===== src/rtl/acr_pkg.sv =====
package acr_pkg;
  localparam int NUM_WORDS = 4;

  typedef enum logic [2:0] {
    SEL_CTRL = 3'd0,
    SEL_CADR = 3'd1,
    SEL_TXD  = 3'd2,
    SEL_RXD  = 3'd3,
    SEL_NONE = 3'd4
  } word_sel_e;

  // Request and direction bit positions in the control word.
  localparam int BIT_REQ = 0;
  localparam int BIT_DIR = 1;

  function automatic word_sel_e sel_of(input logic [29:0] word_idx);
    case (word_idx)
      30'd0:   return SEL_CTRL;
      30'd1:   return SEL_CADR;
      30'd2:   return SEL_TXD;
      30'd3:   return SEL_RXD;
      default: return SEL_NONE;
    endcase
  endfunction

  function automatic logic [31:0] strip_req(input logic [31:0] v);
    logic [31:0] r;
    r = v;
    r[BIT_REQ] = 1'b0;
    return r;
  endfunction
endpackage


===== src/rtl/acr_decode.sv =====
module acr_decode #(
  parameter int ADDR_W = 8,
  parameter int BE_W   = 4
) (
  input  logic              valid,
  input  logic [ADDR_W-1:0] addr,
  input  logic [BE_W-1:0]   be,
  output acr_pkg::word_sel_e sel,
  output logic              hit,
  output logic              reject
);
  import acr_pkg::*;
  logic [29:0] word_idx;
  logic        aligned;
  logic        full;

  always_comb begin
    word_idx = '0;
    word_idx[ADDR_W-3:0] = addr[ADDR_W-1:2];
  end

  assign aligned = (addr[1:0] == 2'b00);
  assign full    = &be;
  assign sel     = sel_of(word_idx);
  assign hit     = valid && aligned && full && (sel != SEL_NONE);
  assign reject  = valid && !hit;
endmodule


===== src/rtl/acr_regfile.sv =====
module acr_regfile #(
  parameter int DATA_W = 32
) (
  input  logic               clk,
  input  logic               rst_n,
  input  logic               wr_en,
  input  logic               rd_en,
  input  acr_pkg::word_sel_e sel,
  input  logic [DATA_W-1:0]  wdata,
  output logic [DATA_W-1:0]  rdata,
  output logic               rvalid,
  output logic [DATA_W-1:0]  ctrl_word
);
  import acr_pkg::*;
  logic [DATA_W-1:0] words [NUM_WORDS];
  logic [DATA_W-1:0] rd_mux;

  for (genvar g = 0; g < NUM_WORDS; g++) begin : g_word
    always_ff @(posedge clk) begin
      if (!rst_n) begin
        words[g] <= '0;
      end else if (wr_en && sel == word_sel_e'(g)) begin
        if (g == 0) words[g] <= strip_req(wdata);
        else        words[g] <= wdata;
      end
    end
  end

  always_comb begin
    rd_mux = '0;
    if (sel != SEL_NONE) rd_mux = words[sel[1:0]];
  end

  always_ff @(posedge clk) begin
    if (!rst_n) begin
      rdata  <= '0;
      rvalid <= 1'b0;
    end else begin
      rvalid <= rd_en;
      rdata  <= rd_en ? rd_mux : '0;
    end
  end

  assign ctrl_word = words[0];
endmodule


===== src/rtl/acr_pulse.sv =====
module acr_pulse #(
  parameter int N = 3
) (
  input  logic         clk,
  input  logic         rst_n,
  input  logic [N-1:0] ev,
  output logic [N-1:0] pulse
);
  for (genvar g = 0; g < N; g++) begin : g_ch
    always_ff @(posedge clk) begin
      if (!rst_n) pulse[g] <= 1'b0;
      else        pulse[g] <= ev[g];
    end
  end
endmodule


===== src/rtl/codec_req_ctrl.sv =====
module codec_req_ctrl #(
  parameter int ADDR_W = 8,
  parameter int DATA_W = 32,
  localparam int BE_W  = DATA_W / 8
) (
  input  logic              clk,
  input  logic              rst_n,
  input  logic              bus_valid,
  input  logic              bus_write,
  input  logic [ADDR_W-1:0] bus_addr,
  input  logic [BE_W-1:0]   bus_be,
  input  logic [DATA_W-1:0] bus_wdata,
  output logic [DATA_W-1:0] bus_rdata,
  output logic              bus_rvalid,
  output logic              bus_err,
  output logic              irq_store,
  output logic              irq_fetch
);
  import acr_pkg::*;

  word_sel_e         sel;
  logic              hit;
  logic              reject;
  logic              ev_wr;
  logic              ev_rd;
  logic              ev_ctrl_wr;
  logic              ev_req_store;
  logic              ev_req_fetch;
  logic [DATA_W-1:0] ctrl_word;
  logic [2:0]        pulses;

  acr_decode #(.ADDR_W(ADDR_W), .BE_W(BE_W)) u_dec (
    .valid(bus_valid), .addr(bus_addr), .be(bus_be),
    .sel(sel), .hit(hit), .reject(reject)
  );

  assign ev_wr        = hit && bus_write;
  assign ev_rd        = bus_valid && !bus_write;
  assign ev_ctrl_wr   = ev_wr && (sel == SEL_CTRL);
  assign ev_req_store = ev_ctrl_wr && bus_wdata[BIT_REQ] && bus_wdata[BIT_DIR];
  assign ev_req_fetch = ev_ctrl_wr && bus_wdata[BIT_REQ] && !bus_wdata[BIT_DIR];

  acr_regfile #(.DATA_W(DATA_W)) u_rf (
    .clk(clk), .rst_n(rst_n),
    .wr_en(ev_wr), .rd_en(ev_rd),
    .sel(hit ? sel : SEL_NONE), .wdata(bus_wdata),
    .rdata(bus_rdata), .rvalid(bus_rvalid), .ctrl_word(ctrl_word)
  );

  acr_pulse #(.N(3)) u_pulse (
    .clk(clk), .rst_n(rst_n),
    .ev({reject, ev_req_fetch, ev_req_store}),
    .pulse(pulses)
  );

  assign irq_store = pulses[0];
  assign irq_fetch = pulses[1];
  assign bus_err   = pulses[2];
endmodule


===== config.mk =====
export PLATFORM = sky130hd
export DESIGN_NAME = codec_req_ctrl
export DESIGN_NICKNAME = d
export VERILOG_FILES = /design/src/rtl/acr_pkg.sv /design/src/rtl/acr_decode.sv /design/src/rtl/acr_regfile.sv /design/src/rtl/acr_pulse.sv /design/src/rtl/codec_req_ctrl.sv
export SDC_FILE = /design/constraint.sdc
export NUM_CORES = 1
export LEC_CHECK = 0
export BUFFER_PORTS_ARGS = -buffer_cell sky130_fd_sc_hd__buf_2
export CAP_MARGIN = 20
export CORE_UTILIZATION = 41
export CTS_BUF_LIST = sky130_fd_sc_hd__clkbuf_16
export CTS_CLUSTER_DIAMETER = 50
export DETAILED_ROUTE_END_ITERATION = 8
export PLACE_DENSITY_LB_ADDON = 0.1
export SETUP_SLACK_MARGIN = 0.3
export SLEW_MARGIN = 5
export SYNTH_ARGS = -nofsm -noshare
export SYNTH_HDL_FRONTEND = slang
export SYNTH_SLANG_ARGS = --single-unit

===== constraint.sdc =====
create_clock -name clk -period 5.6 [get_ports clk]
set_input_delay 0.84 -clock clk [delete_from_list [all_inputs] [get_ports clk]]
set_output_delay 0.84 -clock clk [all_outputs]
set_load 0.05 [all_outputs]

-- After elaboration in Yosys (flattened, before gate mapping)
Memory sizes are Yosys's and may differ from the RTL's. A register that Yosys moved wholly into a read port is not among the register bits.
Index checks and enable logic that the tools add are counted.
- bitwise gates (word level): 4
- order comparisons: 0
- add/sub/neg operators: 0
- reductions and logical operators: 24
- mux-type cells: 19
- div/mod/pow operators: 0
- multipliers: 0
- eq/ne operators: 8
- shifts and indexed selects: 0
- operators by type and width (operator ; number):
    32-bit 2-to-1 mux ; 4
    30-bit logical NOT ; 1
    1-bit logical AND ; 14
    1-bit 2-to-1 mux ; 13
    6-bit by 2-bit == test with 1-bit output, second input constant ; 2
    3-bit case mux with 4 select lines ; 1
    3-bit by 2-bit == test with 1-bit output, second input constant ; 2
    6-bit by 1-bit == test with 1-bit output, second input constant ; 1
    3-bit logical NOT ; 2
    3-bit != test, second input constant ; 2
    1-bit logical NOT ; 4
    1-bit OR ; 4
    4-bit AND reduction ; 1
    3-bit by 1-bit == test with 1-bit output, second input constant ; 1
    3-bit 2-to-1 mux ; 1
    3-bit AND reduction ; 1
    2-bit logical NOT ; 1
- bits in latches: 0
- memories kept: 1
- bits in writable memories: 128
- bits in read-only memories: 0
- logic and storage cells: 60
- output and inout port bits: 36
- input port bits: 48
- register bits: 4
- memories (name ; words ; width ; rd ports ; clocked after memory_dff ; wr ports ; RTL line ; text):
    u_rf.words ; 4 ; 32 ; 1 ; 1 ; 4 ; acr_regfile.sv:15 ; logic [DATA_W-1:0] words [NUM_WORDS];

-- Logic depth before layout (Yosys ltp)
Gate-level depths: netlist (run 1).
- word-level depth: 11
- depth in mapped cells: 7
- mapped depth without buffers: 3

-- Cells and area by module
Synthesis (run 1) repeated with hierarchy kept, for this count alone.
- cell total of the unflattened synthesis: 417
- area, all modules: 6740.2 um2
- by module, submodules not included (module ; cells each ; times used ; sequential area each (um2) ; area an instance (um2)):
    acr_regfile ; 394 ; 1 ; 4474.3 ; 6527.5
    acr_pulse ; 6 ; 1 ; 60.1 ; 78.8
    acr_decode ; 9 ; 1 ; 0.0 ; 68.8
    codec_req_ctrl ; 8 ; 1 ; 0.0 ; 65.1

-- Worst setup path before layout (run 1)
OpenSTA, ideal clock, no wires.
- path type: input port to flip-flop
- start point: input port bus_addr[2]
- end point: memory u_rf.words[3][0] (enable)
- setup time: 0.466 ns
- stages on the path: 4
- arrival time: 3.760 ns
- data required time: 5.134 ns
- path buffers: 2
- slack: 1.375 ns
- cells stage by stage: clkbuf_1 -> buf_1 -> nand2_1 -> o21ai_0
- RTL lines (element ; RTL line ; text):
    start, declared ; codec_req_ctrl.sv:10 ; input logic [ADDR_W-1:0] bus_addr,
    end, declared ; acr_regfile.sv:15 ;

==> results of run 1 <==
power breakdown:
part,internal [mW],total (mW),switching (mW)
registers,1.35,1.36,0.0127
logic,0.0437,0.160,0.117
clock network,0.733,1.20,0.469
total,2.12,2.72,0.598
state kept, by name (all words and copies together), names as in the netlist:
register / cells
u_pulse.pulse: 3
u_rf.rdata: 32
u_rf.rvalid: 1
u_rf.words: 127
metrics by stage:
stage | std cells | cell area [um2]
final | 857 | 8300
after global routing | 857 | 8300
after detailed placement | 826 | 7700
after floorplan | 575 | 7060
after CTS | 857 | 8300
after global placement | 823 | 7620
cell families (layout without fill, tap and decap cells):
| logic type | Yosys count | in the layout |
|---|---|---|
| and+or+nand+nor | 213 | 213 |
| muxes | 1 | 1 |
| buffers and inverters | 99 | 161 |
| DFF | 163 | 163 |
| AOI/OAI and AO/OA | 99 | 99 |
area by class of cell:
type,count,area [um2]
clock buffers,17,425
clock inverters,14,171
fillers,1494,8400
inverters,32,120
multi-input cells,313,2180
flip-flops and latches,163,4530
well taps,220,275
repair buffers,98,588
placed cells by master (no fill, tap or decap), drive strengths merged, types with 3 or more instances in the layout:
cell,Yosys,layout
edfxtp,127,127
buf,17,98
nor3,96,96
dfxtp,36,36
inv,32,33
a22oi,32,32
a31oi,32,32
and2,32,32
or4,32,32
nand3,31,31
o41ai,31,31
clkbuf,50,17
clkinv,0,6
o21ai,4,4
bufinv,0,4
nand4,3,3
nand2,3,3
clkinvlp,0,3
nor4,3,3
critical path, cell delays in order:
cell and delay [ns]:
buf_2 0.11, nand4bb_2 0.82, nor4_2 1.03, buf_4 0.43, and2_1 0.17
layer usage:
metal / GRT usage, % / vias to the layer above
met5: 0 / -
met4: 6.63 / 0
met3: 3.73 / 16
met2: 36.1 / 151
met1: 29.3 / 2513
li1: - / 2322
how the worst max path moves through the flow:
stage / startpoint / to / slack [ns] / cells after the start
2_1_floorplan: bus_addr[2] / u_rf.words[3][0] / 1.37 / 4
3_3_place_gp: bus_addr[0] / u_rf.words[3][5] / 1.98 / 5
3_5_place_dp: bus_addr[0] / u_rf.words[3][21] / 2.05 / 5
4_1_cts: bus_addr[0] / u_rf.words[3][21] / 2.49 / 5
5_1_grt: bus_addr[0] / u_rf.words[3][10] / 2.17 / 5
6_report: bus_addr[0] / u_rf.words[3][21] / 2.49 / 5
==> metrics, run 1 <==
status=completed; syn nets=623; setup bufs post-CTS=0; global-route usage over all layers=21.8%; peak supply drop=0.222 mV; post-synthesis async set-or-reset flop share=0%; kind of critical path=input port to flop; Synth Area in Adders=0%; post-synthesis mux area share=0.160%; number of synthesized register bits=163; routed len/inst=21.4 um; DR WL met3=814 um; setup TNS=0 ns; Worst Hold Class=flop to flop; die outline width=133 um; leak pwr=2.85 nW; DRT Pass-1 Iters=7; RSZ-0062 raised after global routing=false; Mapped Area=7060 um2; CP startpoint kind=input port; Setup Viol. Count Final=0; worst reg-to-reg path cell count=3; CTS tree=built; Total Wirelength=18.4 mm; CP endpoint kind=flop; top cells by count, synth=edfxtp_1 (127), nor3_1 (66), clkbuf_1 (50); Min Hold Slack=0.540 ns; Least-Margin Pin Slew=1.05 ns; post-route ant nets=0; TritonCTS Buffers=17; Seq/Total Area, Yosys=64.2%; worst hold stages=2; met1 wire length=8.43 mm; Hold Startpoint=u_rf.words[1][31]; Top FF cell, synth=edfxtp_1; Initial Util=42.3%; core area=16700 um2; skew final=0.00559 ns; Synth top area share=54.0%; DR vias/cell=5.84; clock slew at reported path FFs=0.06 ns; Tmin final=3.11 ns; DP Wirelength=9.87 mm; worst r2r src=u_rf.words[3][3]; CP arrival=3.41 ns; number of flops mapped to enable cells by yosys=127; NumNets Final=673; via count=5002; maximum clock rate=321 MHz; Cells after Synth=575; power per cell area=328 nW/um2; max_cap viols=0; largest net degree at the start of global routing=65; antenna violations before repair=0; Max-Slew Margin vs Limit=30.0%; Final period util=55.6%; IO Pins=84; Synth Area in Simple Gates=19.4%; Synth Area in Compound Gates=10.4%; Post-Place Worst Slack=2.05 ns; # diodes=0; Port Buf Inserts=83; root buf cell=clkbuf_16; Die Y-Extent=133 um; area share of xor/xnor cells in the synthesized design=0%; total die area=17700 um2; post-synth top area cell=edfxtp_1; Initial DRC Count=388; # hold bufs at CTS=0; CTS sink cnt=163; Synth Area per Inst=12.3 um2; r2r setup slk=4.39 ns; fin worst setup slack=2.49 ns; H-tree depth=4; Pins Over Slew Limit=0; YS warnings=0; layout cell share with drive strength beyond 1=26.4%; Fin. Hold Viols=0; r2r endpoint=u_rf.rdata[3]; Top Layer Used=met4; clk_lat worst skew=0.43 ns; global-route wire length before repair=29.1 mm; fin util=49.7%; number of global-route vias before repair=5123; CP Data Required Time=5.90 ns; count leader, synth=edfxtp_1; largest family of logic cells by synthesized area=simple AND/OR/NAND/NOR gates; row cnt=47; Worst Hold End=u_rf.rdata[31]; met2 WL=8.91 mm; total gr overflow=0; RD Place Congestion=0.734; DR DRC count=0; total power draw=2.72 mW; critical-path maximum fanout=34; Area contributors post-synth=edfxtp_1 (54%), dfxtp_1 (10%), nor3_1 (4.7%); area grow syn2layout=17.6%; Distinct cells, synth=30; cts repair resizes=0; clk buf depth=2
Power figures use the tool's default switching activity.
==> run 2, diff against run 1 <==
clock period = 3 ns   (was 5.6 ns; I/O delays follow)
==> metrics, run 2 (same netlist as run 1, synthesis figures left out) <==
Comb power frac=5.9% (about the same); Storage cell area=4530 um2 (unchanged); switching pwr=1.09 mW (+83%); non-filler instance count after layout=866 (+1.1%); Final period util=68.3%; CP arrival=2.13 ns (-1.28 ns); peak supply drop=0.404 mV (+82%); total gr overflow=0 (unchanged); IO Pins=84 (unchanged); DR DRC count=0 (unchanged); sequential share of power=48.5% (-1.5 points); Multi-input gate area=2180 um2 (-0.34%); root buf cell=clkbuf_16; worst path cell trace=buf_2, nor4bb_1, nand4_1, o21ai_4, buf_4; TritonCTS Buffers=17 (unchanged); Least-Margin Pin Slew=0.953 ns (-0.0926 ns); routed len/inst=21.0 um (-2.0%); Initial DRC Count=379 (-2.3%); via count=5055 (+1.1%); Setup Viol. Count Final=0 (unchanged); GRT Max-Usage Layer=met2; CP peak stage delay=0.46 ns (-0.57 ns); status=completed; Worst Hold Class=input port to flop; DRT Pass-1 Iters=5 (-2); Total Wirelength=18.2 mm (-0.96%); clk_lat worst skew=0.42 ns (about the same); Sw Ratio=20.9% (-1.1 points); CP max stage cell=nand4_1; H-tree depth=4 (unchanged); fillers=1470 (-1.6%); clk buf depth=2 (unchanged); # hold bufs at CTS=0 (unchanged); Max-Slew Margin vs Limit=36.5% (+6.5 points); Initial Util=42.3% (unchanged); number of global-route vias before repair=4985 (-2.7%); RD Place Congestion=0.721 (-1.7%); max reg flops=127 (unchanged); critical-path maximum fanout=24 (-29%); antenna violations before repair=0 (unchanged); DR vias/cell=5.84 (about the same); skew final=0.00913 ns (+0.00354 ns); Clock power frac=45.7% (+1.5 points); CTS tree=built; GRT met1 Usage=29.0% (-0.24 points); total die area=17700 um2 (unchanged); placed cell count=834 (+0.97%); max_cap viols=0 (unchanged); clock slew at reported path FFs=0.06 ns (about the same); CTS sink cnt=163 (unchanged); # diodes=0 (unchanged); core area=16700 um2 (unchanged); M3 GR Usage=3.81% (+0.076 points); Post-Place Worst Slack=0.545 ns (-1.50 ns); layout cell share with drive strength beyond 1=27.7% (+1.3 points); Pins Over Slew Limit=0 (unchanged); power per cell area=624 nW/um2 (+90%); RSZ-0062 raised after global routing=false; global-route wire length before repair=28.4 mm (-2.5%); CP endpoint kind=flop; commonest non-fill, non-tap cell in the layout=edfxtp_1; NumNets Final=681 (+1.2%); Fin. Hold Viols=0 (unchanged); global-route usage over all layers=21.3% (-0.49 points); CP Data Required Time=3.08 ns (-2.82 ns); most frequent cells in the layout=edfxtp_1 (127), buf_2 (83), nor3_1 (66); post-route ant nets=0 (unchanged); Largest Register=u_rf.words; maximum clock rate=488 MHz; Die Y-Extent=133 um (unchanged); total power draw=5.24 mW (+92%); leak pwr=2.92 nW (+2.6%); setup TNS=0 ns (unchanged); CP startpoint kind=input port; largest net degree at the start of global routing=98 (+51%); cts repair resizes=0 (unchanged); Port Buf Inserts=83 (unchanged); fin util=50.3% (+0.57 points); Tmin final=2.05 ns; kind of critical path=input port to flop; area grow syn2layout=18.9%; DP Wirelength=9.60 mm (-2.7%); row cnt=47 (unchanged); Regs by FF count=u_rf.words x127, u_rf.rdata x32, u_pulse.pulse x3; fin worst setup slack=0.952 ns (-1.53 ns); die outline width=133 um (unchanged); setup bufs post-CTS=0 (unchanged); Pint=4.14 mW (+95%); met2 GRT Util=34.4% (-1.7 points)
## run 2: changes by cell type in the layout (fill, tap and decap cells not counted)
cell / previous run / this run
clkinv_1: 4 / 0
o21ai_4: 4 / 3
bufinv_16: 4 / 6
buf_12: 0 / 4
o21ai_2: 0 / 1
buf_16: 3 / 0
inv_1: 33 / 35
clkinvlp_4: 3 / 1
clkinv_2: 2 / 5
buf_4: 12 / 19
## run 2: metrics by stage
| step | area (um2) | hold slack [ns] |
|---|---|---|
| CTS | 8390 | 0.226 |
| floorplan | 7060 | 0.470 |
| global placement | 7740 | 0.508 |
| global route | 8390 | 0.236 |
| finish | 8390 | 0.240 |
| detailed placement | 7740 | 0.522 |
## run 2: layout make-up
class                      instances  share of cell area, %
multi-input combinational        313                   25.9
timing repair buffer             106                   7.60
inverter                          32                   1.43
clock inverter                    15                   2.67
sequential                       163                   54.0
clock buffer                      17                   5.07
tap                              220                   3.28
## run 2: worst paths after layout
kind / startpoint / end / slack [ns] / cells after the start
setup / recovery: bus_addr[1] / u_rf.words[3][16] / 0.95 / 5
hold / removal: bus_wdata[1] / u_pulse.pulse[1] / 0.24 / 2
setup reg to reg: u_rf.words[3][12] / u_rf.rdata[12] / 1.81 / 3
hold reg to reg: u_rf.words[1][4] / u_rf.rdata[4] / 0.53 / 2
## run 2: per-layer routing
layer | wire length (um) | vias to the layer above | part of all wire, %
met3 | 986 | 18 | 5.4
met2 | 8950 | 185 | 49
met4 | 241 | 0 | 1.3
met5 | 0 | - | 0
met1 | 8000 | 2507 | 44
li1 | - | 2345 | -
## run 2: power by group through the flow
| stage | combinational, mW | sequential (mW) | clock, mW |
|---|---|---|---|
| floorplan | 0.162 | 2.59 | 0 |
| global placement | 0.302 | 2.58 | 0 |
| detailed placement | 0.307 | 2.59 | 0 |
| CTS | 0.308 | 2.54 | 2.42 |
| global route | 0.332 | 2.54 | 2.51 |
| finish | 0.307 | 2.54 | 2.39 |
## run 2: worst max-delay path: cells and delay by family
family,cells,cell delay [ns]
AND/OR/NAND/NOR,2,0.91
buffers and inverters,2,0.47
AO/OA/AOI/OAI,1,0.28
